<file path="src/rtl/nws_pkg.sv">
package nws_pkg;

    typedef enum logic [1:0] {
        OP_IDLE  = 2'd0,
        OP_READ  = 2'd1,
        OP_WRITE = 2'd2
    } op_e;

    // low two address bits of a burst beat
    function automatic logic [1:0] beat_low(input logic [1:0] base_lo,
                                            input logic [1:0] step,
                                            input logic       interleave);
        return interleave ? (base_lo ^ step) : 2'(base_lo + step);
    endfunction

endpackage

</file>
<file path="src/rtl/nws_burst_gen.sv">
module nws_burst_gen
    import nws_pkg::*;
#(
    parameter int ADDR_W = 6
) (
    input  logic              adv,
    input  logic              interleave,
    input  logic              we_n,
    input  logic              selected,
    input  logic [ADDR_W-1:0] ext_addr,
    input  logic [ADDR_W-1:0] base_q,
    input  logic [1:0]        cnt_q,
    input  op_e               op_q,
    output logic [ADDR_W-1:0] base_d,
    output logic [1:0]        cnt_d,
    output op_e               op_d,
    output logic [ADDR_W-1:0] beat_addr
);

    always_comb begin
        if (!adv) begin
            base_d    = ext_addr;
            cnt_d     = 2'd0;
            op_d      = !selected ? OP_IDLE : (we_n ? OP_READ : OP_WRITE);
            beat_addr = ext_addr;
        end else begin
            base_d    = base_q;
            cnt_d     = 2'(cnt_q + 2'd1);
            op_d      = op_q;
            beat_addr = {base_q[ADDR_W-1:2], beat_low(base_q[1:0], cnt_d, interleave)};
        end
    end

endmodule

</file>
<file path="src/rtl/nws_mem_array.sv">
module nws_mem_array #(
    parameter int ADDR_W = 6,
    parameter int NBYTES = 4,
    parameter int BYTE_W = 9
) (
    input  logic                     clk,
    input  logic                     wr_en,
    input  logic [ADDR_W-1:0]        addr,
    input  logic [NBYTES-1:0]        bw_n,
    input  logic [NBYTES*BYTE_W-1:0] wdata,
    output logic [NBYTES*BYTE_W-1:0] rdata
);

    localparam int DEPTH = 1 << ADDR_W;

    for (genvar b = 0; b < NBYTES; b++) begin : g_lane
        logic [BYTE_W-1:0] lane [DEPTH];

        always_ff @(posedge clk) begin
            if (wr_en && !bw_n[b]) begin
                lane[addr] <= wdata[b*BYTE_W +: BYTE_W];
            end
        end

        assign rdata[b*BYTE_W +: BYTE_W] = lane[addr];
    end

endmodule

</file>
<file path="src/rtl/nowait_sram.sv">
module nowait_sram
    import nws_pkg::*;
#(
    parameter int ADDR_W = 6,
    parameter int NBYTES = 4,
    parameter int BYTE_W = 9
) (
    input  logic                     clk,
    input  logic                     rst_n,
    input  logic                     cke_n,
    input  logic                     adv,
    input  logic                     we_n,
    input  logic                     ce1_n,
    input  logic                     ce2,
    input  logic                     ce3_n,
    input  logic                     burst_ilv,
    input  logic [ADDR_W-1:0]        addr,
    input  logic [NBYTES-1:0]        bw_n,
    input  logic [NBYTES*BYTE_W-1:0] wr_data,
    output logic [NBYTES*BYTE_W-1:0] rd_data,
    output logic                     rd_oe
);

    localparam int DATA_W = NBYTES * BYTE_W;

    typedef struct packed {
        op_e              op;
        logic [ADDR_W-1:0] addr;
    } stage_t;

    typedef struct packed {
        logic [ADDR_W-1:0] base;
        logic [1:0]        cnt;
        op_e               bop;
        stage_t            s1;
        stage_t            s2;
        logic              oe;
        logic [DATA_W-1:0] rdata;
    } state_t;

    state_t q, d;

    logic              sel;
    logic [ADDR_W-1:0] base_n;
    logic [1:0]        cnt_n;
    op_e               op_n;
    logic [ADDR_W-1:0] beat_addr;
    logic              mem_we;
    logic [DATA_W-1:0] mem_rd;

    assign sel = !ce1_n && ce2 && !ce3_n;

    nws_burst_gen #(.ADDR_W(ADDR_W)) u_burst (
        .adv        (adv),
        .interleave (burst_ilv),
        .we_n       (we_n),
        .selected   (sel),
        .ext_addr   (addr),
        .base_q     (q.base),
        .cnt_q      (q.cnt),
        .op_q       (q.bop),
        .base_d     (base_n),
        .cnt_d      (cnt_n),
        .op_d       (op_n),
        .beat_addr  (beat_addr)
    );

    nws_mem_array #(.ADDR_W(ADDR_W), .NBYTES(NBYTES), .BYTE_W(BYTE_W)) u_mem (
        .clk   (clk),
        .wr_en (mem_we),
        .addr  (q.s2.addr),
        .bw_n  (bw_n),
        .wdata (wr_data),
        .rdata (mem_rd)
    );

    always_comb begin
        d      = q;
        mem_we = 1'b0;
        if (!cke_n) begin
            d.base    = base_n;
            d.cnt     = cnt_n;
            d.bop     = op_n;
            d.s1.op   = op_n;
            d.s1.addr = beat_addr;
            d.s2      = q.s1;
            d.oe      = (q.s2.op == OP_READ);
            if (q.s2.op == OP_READ) begin
                d.rdata = mem_rd;
            end
            mem_we = (q.s2.op == OP_WRITE);
        end
    end

    always_ff @(posedge clk or negedge rst_n) begin
        if (!rst_n) begin
            q <= '0;
        end else begin
            q <= d;
        end
    end

    assign rd_data = q.rdata;
    assign rd_oe   = q.oe;

endmodule

</file>
<file path="config.mk">
export PLATFORM = sky130hd
export DESIGN_NAME = nowait_sram
export DESIGN_NICKNAME = d
export VERILOG_FILES = /design/src/rtl/nws_pkg.sv /design/src/rtl/nws_burst_gen.sv /design/src/rtl/nws_mem_array.sv /design/src/rtl/nowait_sram.sv
export SDC_FILE = /design/constraint.sdc
export NUM_CORES = 2
export LEC_CHECK = 0
export BUFFER_PORTS_ARGS = -buffer_cell sky130_fd_sc_hd__buf_2
export CAP_MARGIN = 20
export CORE_UTILIZATION = 59
export DETAILED_ROUTE_END_ITERATION = 16
export GPL_ROUTABILITY_DRIVEN = 0
export PLACE_DENSITY_LB_ADDON = 0.12
export SLEW_MARGIN = 40
export SYNTH_ARGS = -nofsm -noshare
export SYNTH_HDL_FRONTEND = slang
export SYNTH_SLANG_ARGS = --single-unit
</file>
<file path="constraint.sdc">
create_clock -name clk -period 8.1 [get_ports clk]
set_input_delay 0.81 -clock clk [delete_from_list [all_inputs] [get_ports clk]]
set_output_delay 0.81 -clock clk [all_outputs]
set_load 0.05 [all_outputs]
</file>
Word level (Yosys, flattened, before mapping)
Memory sizes are Yosys's and may differ from the RTL's. A register that Yosys moved wholly into a read port is not among the register bits.
Index checks and enable logic that the tools add are counted.

operators by class
  bitwise gates (word level) = 3
  $mul = 0
  eq/ne operators = 2
  $add $sub $neg = 2
  muxes and demuxes = 15
  magnitude comparators = 0
  div/mod/pow operators = 0
  shift-type cells = 0
  reductions and logical operators = 18

operators by type and width
  cell                                                                    count
  1-bit logical NOT                                                       10
  2-bit 2-to-1 mux                                                        5
  1-bit 2-to-1 mux                                                        9
  1-bit logical AND                                                       6
  6-bit 2-to-1 mux                                                        1
  2-bit AND reduction                                                     2
  2-bit by 1-bit adder with 2-bit output (second input constant)          1
  2-bit adder                                                             1
  2-bit by 1-bit equality test with 1-bit output (second input constant)  1
  2-bit equality test (second input constant)                             1
  1-bit NOT                                                               2
  2-bit bitwise XOR                                                       1

storage, ports and cells
  register bits = 25
  memories = 4
  output and inout port bits = 37
  bits of input ports = 55
  bits in latches = 0
  memory bits (writable) = 2304
  ROM bits = 0

memory list
  name                  words  bits a word  rd ports  clocked after memory_dff  wr ports  line                 RTL
  u_mem.g_lane[0].lane  64     9            1         1                         1         nws_mem_array.sv:17  logic [BYTE_W-1:0] lane [DEPTH];
  u_mem.g_lane[1].lane  64     9            1         1                         1         nws_mem_array.sv:17
  u_mem.g_lane[2].lane  64     9            1         1                         1         nws_mem_array.sv:17
  u_mem.g_lane[3].lane  64     9            1         1                         1         nws_mem_array.sv:17

Longest topological paths before layout
  word-level depth = 5
  depth in mapped cells = 12
  gate-level depth less buffers = 8

By module
A second synthesis with hierarchy kept.

second synthesis, totals
  cells, all modules = 5360
  area, all modules = 91418.9 µm²

modules (own cells, without submodules)
  module         cells an instance  area each (µm²)  times used  seq. area each (µm²)
  nws_mem_array  5163               88478.6          1           69186.4
  nowait_sram    168                2708.8           1           1526.5
  nws_burst_gen  29                 231.5            1           0.0

Worst setup path before layout
OpenSTA, ideal clock, no wires.

  path type = input to register
  start = input port cke_n
  end = memory u_mem.g_lane[2].lane[58][0] (enable)
  setup time = 0.387 ns
  cell stages on the path = 5
  required time = 7.713 ns
  slack = 5.253 ns
  arrival = 2.460 ns
  path through = nor3b_1 -> nor2b_1 -> clkbuf_1 -> nand2_1 -> nor3_1

between the ends
  cells in the longest elaborated chain, start to end = 4

ends and longest elaborated chain
  element                                 line                 RTL
  from (decl)                             nowait_sram.sv:10    input logic cke_n,
  1-bit 2-to-1 mux                        nowait_sram.sv:80    if (!cke_n) begin
  1-bit logical AND                       nws_mem_array.sv:20  if (wr_en && !bw_n[b]) begin
  1-bit 2-to-1 mux                        nws_mem_array.sv:20
  1-bit 2-to-1 mux (not written as such)  nws_mem_array.sv:21  lane[addr] <= wdata[b*BYTE_W +: BYTE_W];
  to (decl)                               nws_mem_array.sv:17

No other way between the ends.

==> impl_metrics.py <==
metrics = {
    "synthesis": {
        "synth_area_per_cell_um2": 18.0,
        "ys_ff_latch": 2365,
        "async_reset_ff_share_pct": 2.58,
        "ys_warn_count": 0,
        "synth.distinct_cells": 68,
        "synthesis.nets": 5171,
        "synth-edff-count": 2304,
        "synth_ff_type": "edfxtp_1",
        "syn_inst": 5115,
        "synthesis.area_um2": 92000,
        "ys_seq_area_share_pct": 76.9,
    },
    "floorplan": {
        "die_w_um": 397,
        "core_area_um2": 154000,
        "io_pins": 92,
        "std_cell_rows": 144,
        "start_util_pct": 59.6,
        "dieArea_um2": 157000,
        "die_y_um": 397,
    },
    "setup_path": {
        "worstPathCellList": "buf_12 > buf_4 > mux4_2 > mux2i_1 > o22ai_1 > a2111oi_0 > nand2_1 > o22a_1",
        "critical_path_peak_fanout": 93,
        "r2r_setup_slack_ps": 3630,
        "cp_num_cells": 8,
        "end_kind": "flip-flop",
        "r2r_start": "q[38]",
        "cpMaxStageDelayCell": "dfrtp_4",
        "worstPathArrival_ps": 5230,
        "path_buf_inv": 2,
        "max_stage_delay_ps": 910,
        "critical_path.startpoint_type": "flip-flop",
        "crit_family": "buffers and inverters",
        "startpoint": "q[38]",
        "r2r_cells": 8,
        "crit_end": "rd_data[3]",
        "rr_endpoint": "rd_data[3]",
        "crit_type": "reg -> reg",
        "crit_required_ps": 8860,
    },
    "worst_hold_path": {
        "hp-class": "in -> reg",
    },
    "cts": {
        "path_clk_slew_ps": 60,
        "h-tree-depth": 4,
        "clk_path_buf_depth": 3,
        "cts_resized": 0,
        "clkSinkCount": 2365,
        "holdBufCountCts": 1,
        "cts_tree": "yes",
        "clock_latency_ps": 870,
        "cts_root_buffer": "clkbuf_16",
        "cts_buffers": 223,
        "post_cts.repair.setup_buffers": 0,
    },
    "final_layout": {
        "fillers": 10200,
        "nets": 5247,
        "areaGrowthSynthToFinish_pct": 11.1,
        "fin_cells": 7429,
        "layout-drive-gt1-share_pct": 22.5,
    },
    "grt": {
        "grt_max_degree": 103,
        "grt_pass1_vias": 50900,
        "antenna_found_initial": 9,
        "grt_pass1_wl_um": 397000,
        "grt-ovfl-total": 0,
        "grt_usage_pct": 36.4,
    },
    "timing": {
        "fin_setup_tns_ps": 0,
        "fin_crit_ps": 4470,
        "fin_crit_sh_pct": 55.2,
        "clock_skew_ps": 35.2,
        "hold_viol_final": 0,
        "clock.fmax_mhz": 224,
        "final-max-slew-violation-count": 0,
        "setup_viol": 0,
        "tightestPinTransition_ps": 961,
        "rsz0062_at_grt": "no",
        "slew_headroom_pct": 35.7,
    },
    "power_and_ir_drop": {
        "ir_drop_mv": 0.339,
        "p_leak_uw": 0.0320,
        "power_density_nw_per_um2": 287,
        "p_total_uw": 29300,
    },
    "status": {
        "status": "complete, no violations",
    },
    "drt": {
        "via_per_inst": 7.16,
        "drt-pass1-iter-count": 9,
        "drtIter0Drc": 9061,
        "routedWlPerCell_um": 38.5,
        "drc": 0,
        "vias": 53200,
        "routed_wl_um": 286000,
        "ant_nets": 0,
    },
    "job": {
        "maxCapViolations": 0,
    },
    "placement": {
        "port_buffers": 91,
        "dpl.hpwl_um": 167000,
        "dp_cells": 7008,
    },
}
## routing by layer
layer	track usage (%)	vias to the layer above	wire length, um	part of all wire (%)
met1	50.2	27100	102000	36
li1	-	21000	-	-
met4	19.1	16	17200	6.0
met5	0.431	-	192	0.067
met3	10.7	783	39600	14
met2	52.9	4253	127000	44
## kinds of logic (layout without fill, tap and decap cells)
kind of cell	count (synthesis)	in the layout	synth area share, %
simple gates	669	669	3.02
compound gates	1020	1020	8.14
mux	651	651	9.61
fa+ha+maj	1	1	0.0136
xor+xnor	3	3	0.0286
flops	2365	2365	76.9
other cells	0	2	0
buf+inv	406	674	2.29
## cells in the final DEF (no fill, tap or decap), types with 9 or more instances in the layout
cell / synthesis / layout
a211oi_1: 19 / 19
a21oi_1: 112 / 112
a221o_1: 41 / 41
a221oi_1: 235 / 235
a222oi_1: 13 / 13
a22o_1: 39 / 39
a22oi_1: 150 / 150
a311oi_1: 13 / 13
a31oi_1: 35 / 35
and3_1: 10 / 9
buf_12: 0 / 10
buf_2: 131 / 90
buf_4: 90 / 145
bufinv_16: 0 / 18
clkbuf_1: 142 / 47
clkbuf_16: 0 / 226
clkbuf_8: 0 / 9
clkinv_1: 0 / 56
clkinv_2: 0 / 49
dfrtp_1: 61 / 58
edfxtp_1: 2304 / 2304
mux2_2: 197 / 197
mux2i_1: 288 / 288
mux4_2: 166 / 166
nand2_1: 192 / 190
nand3_1: 28 / 27
nor2_1: 368 / 133
nor2_2: 0 / 227
nor3_1: 13 / 9
o211ai_1: 15 / 15
o21ai_0: 117 / 117
o221ai_1: 11 / 11
o22a_1: 12 / 12
o22ai_1: 149 / 149
o32a_1: 18 / 18
## state kept, by name (all words and copies together) (netlist names)
| signal | count |
|---|---|
| rd_oe | 1 |
| q | 24 |
| rd_data | 36 |
| u_mem.g_lane.lane | 2304 |
## metrics by stage
| stage | instance area, um2 | setup slack [ps] | util (%) | hold WS (ps) |
|---|---|---|---|---|
| final | 102000 | 3630 | 66.2 | 204 |
| after global routing | 102000 | 3700 | 66.2 | 194 |
| after CTS | 102000 | 3840 | 66.1 | 164 |
| after detailed placement | 95000 | 3850 | 61.5 | 477 |
| after global placement | 94300 | 3560 | 61.1 | 467 |
| after floorplan | 92000 | 5250 | - | 449 |
## cell usage after synthesis (6+ instances only)
master        n  area share [%]
mux4_2      166             4.1
and3_1       10           0.068
a311oi_1     13            0.12
nand2b_1      9           0.061
nand2_1     192            0.78
o2bb2ai_1     6           0.057
a222oi_1     13            0.14
nor3_1       13           0.071
a22oi_1     150             1.2
a211oi_1     19            0.16
nand4_1       6           0.041
o22a_1       12            0.11
o211ai_1     15            0.12
nor3b_1       6           0.049
buf_4        90            0.73
nand3_1      28            0.15
o22ai_1     149             1.0
nor2b_1       8           0.054
and2_1        6           0.041
a21oi_1     112            0.61
nor2_1      368             1.5
a221o_1      41            0.45
a22o_1       39            0.37
a31oi_1      35            0.24
dfrtp_1      61             1.7
mux2_2      197             2.4
mux2i_1     288             3.1
o221ai_1     11            0.10
buf_2       131            0.71
buf_1        27            0.11
a221oi_1    235             2.2
edfxtp_1   2304              75
a41oi_1       6           0.057
o32a_1       18            0.20
clkbuf_1    142            0.58
buf_6        11            0.13
o21ai_0     117            0.64
## power by group
group	switching [uW]	internal, uW
sequential	236	13500
clock	4540	5760
combinational	3670	1550
total	8450	20800
## cell type report
type | count | area (um2) | area share [%]
Inverter | 5 | 28.8 | 0.0282
Multi-Input combinational cell | 2344 | 19900 | 19.5
Clock buffer | 282 | 5960 | 5.83
Tap cell | 2044 | 2560 | 2.50
Clock inverter | 135 | 1160 | 1.14
Timing Repair Buffer | 252 | 1810 | 1.77
Sequential cell | 2365 | 70700 | 69.2
Antenna cell | 2 | 5.00 | 0.00490
## worst min path at each step
stage | startpoint | endpoint | slack [ps] | cells past startpoint
finish | addr[1] | q[58] | 200 | 2
CTS | addr[5] | q[62] | 160 | 2
detailed placement | q[50] | q[50] | 480 | 2
global placement | q[46] | q[46] | 470 | 2
floorplan | q[45] | q[45] | 450 | 2
global route | addr[5] | q[62] | 190 | 2
Note: power is estimated with default switching activity, not from simulation.
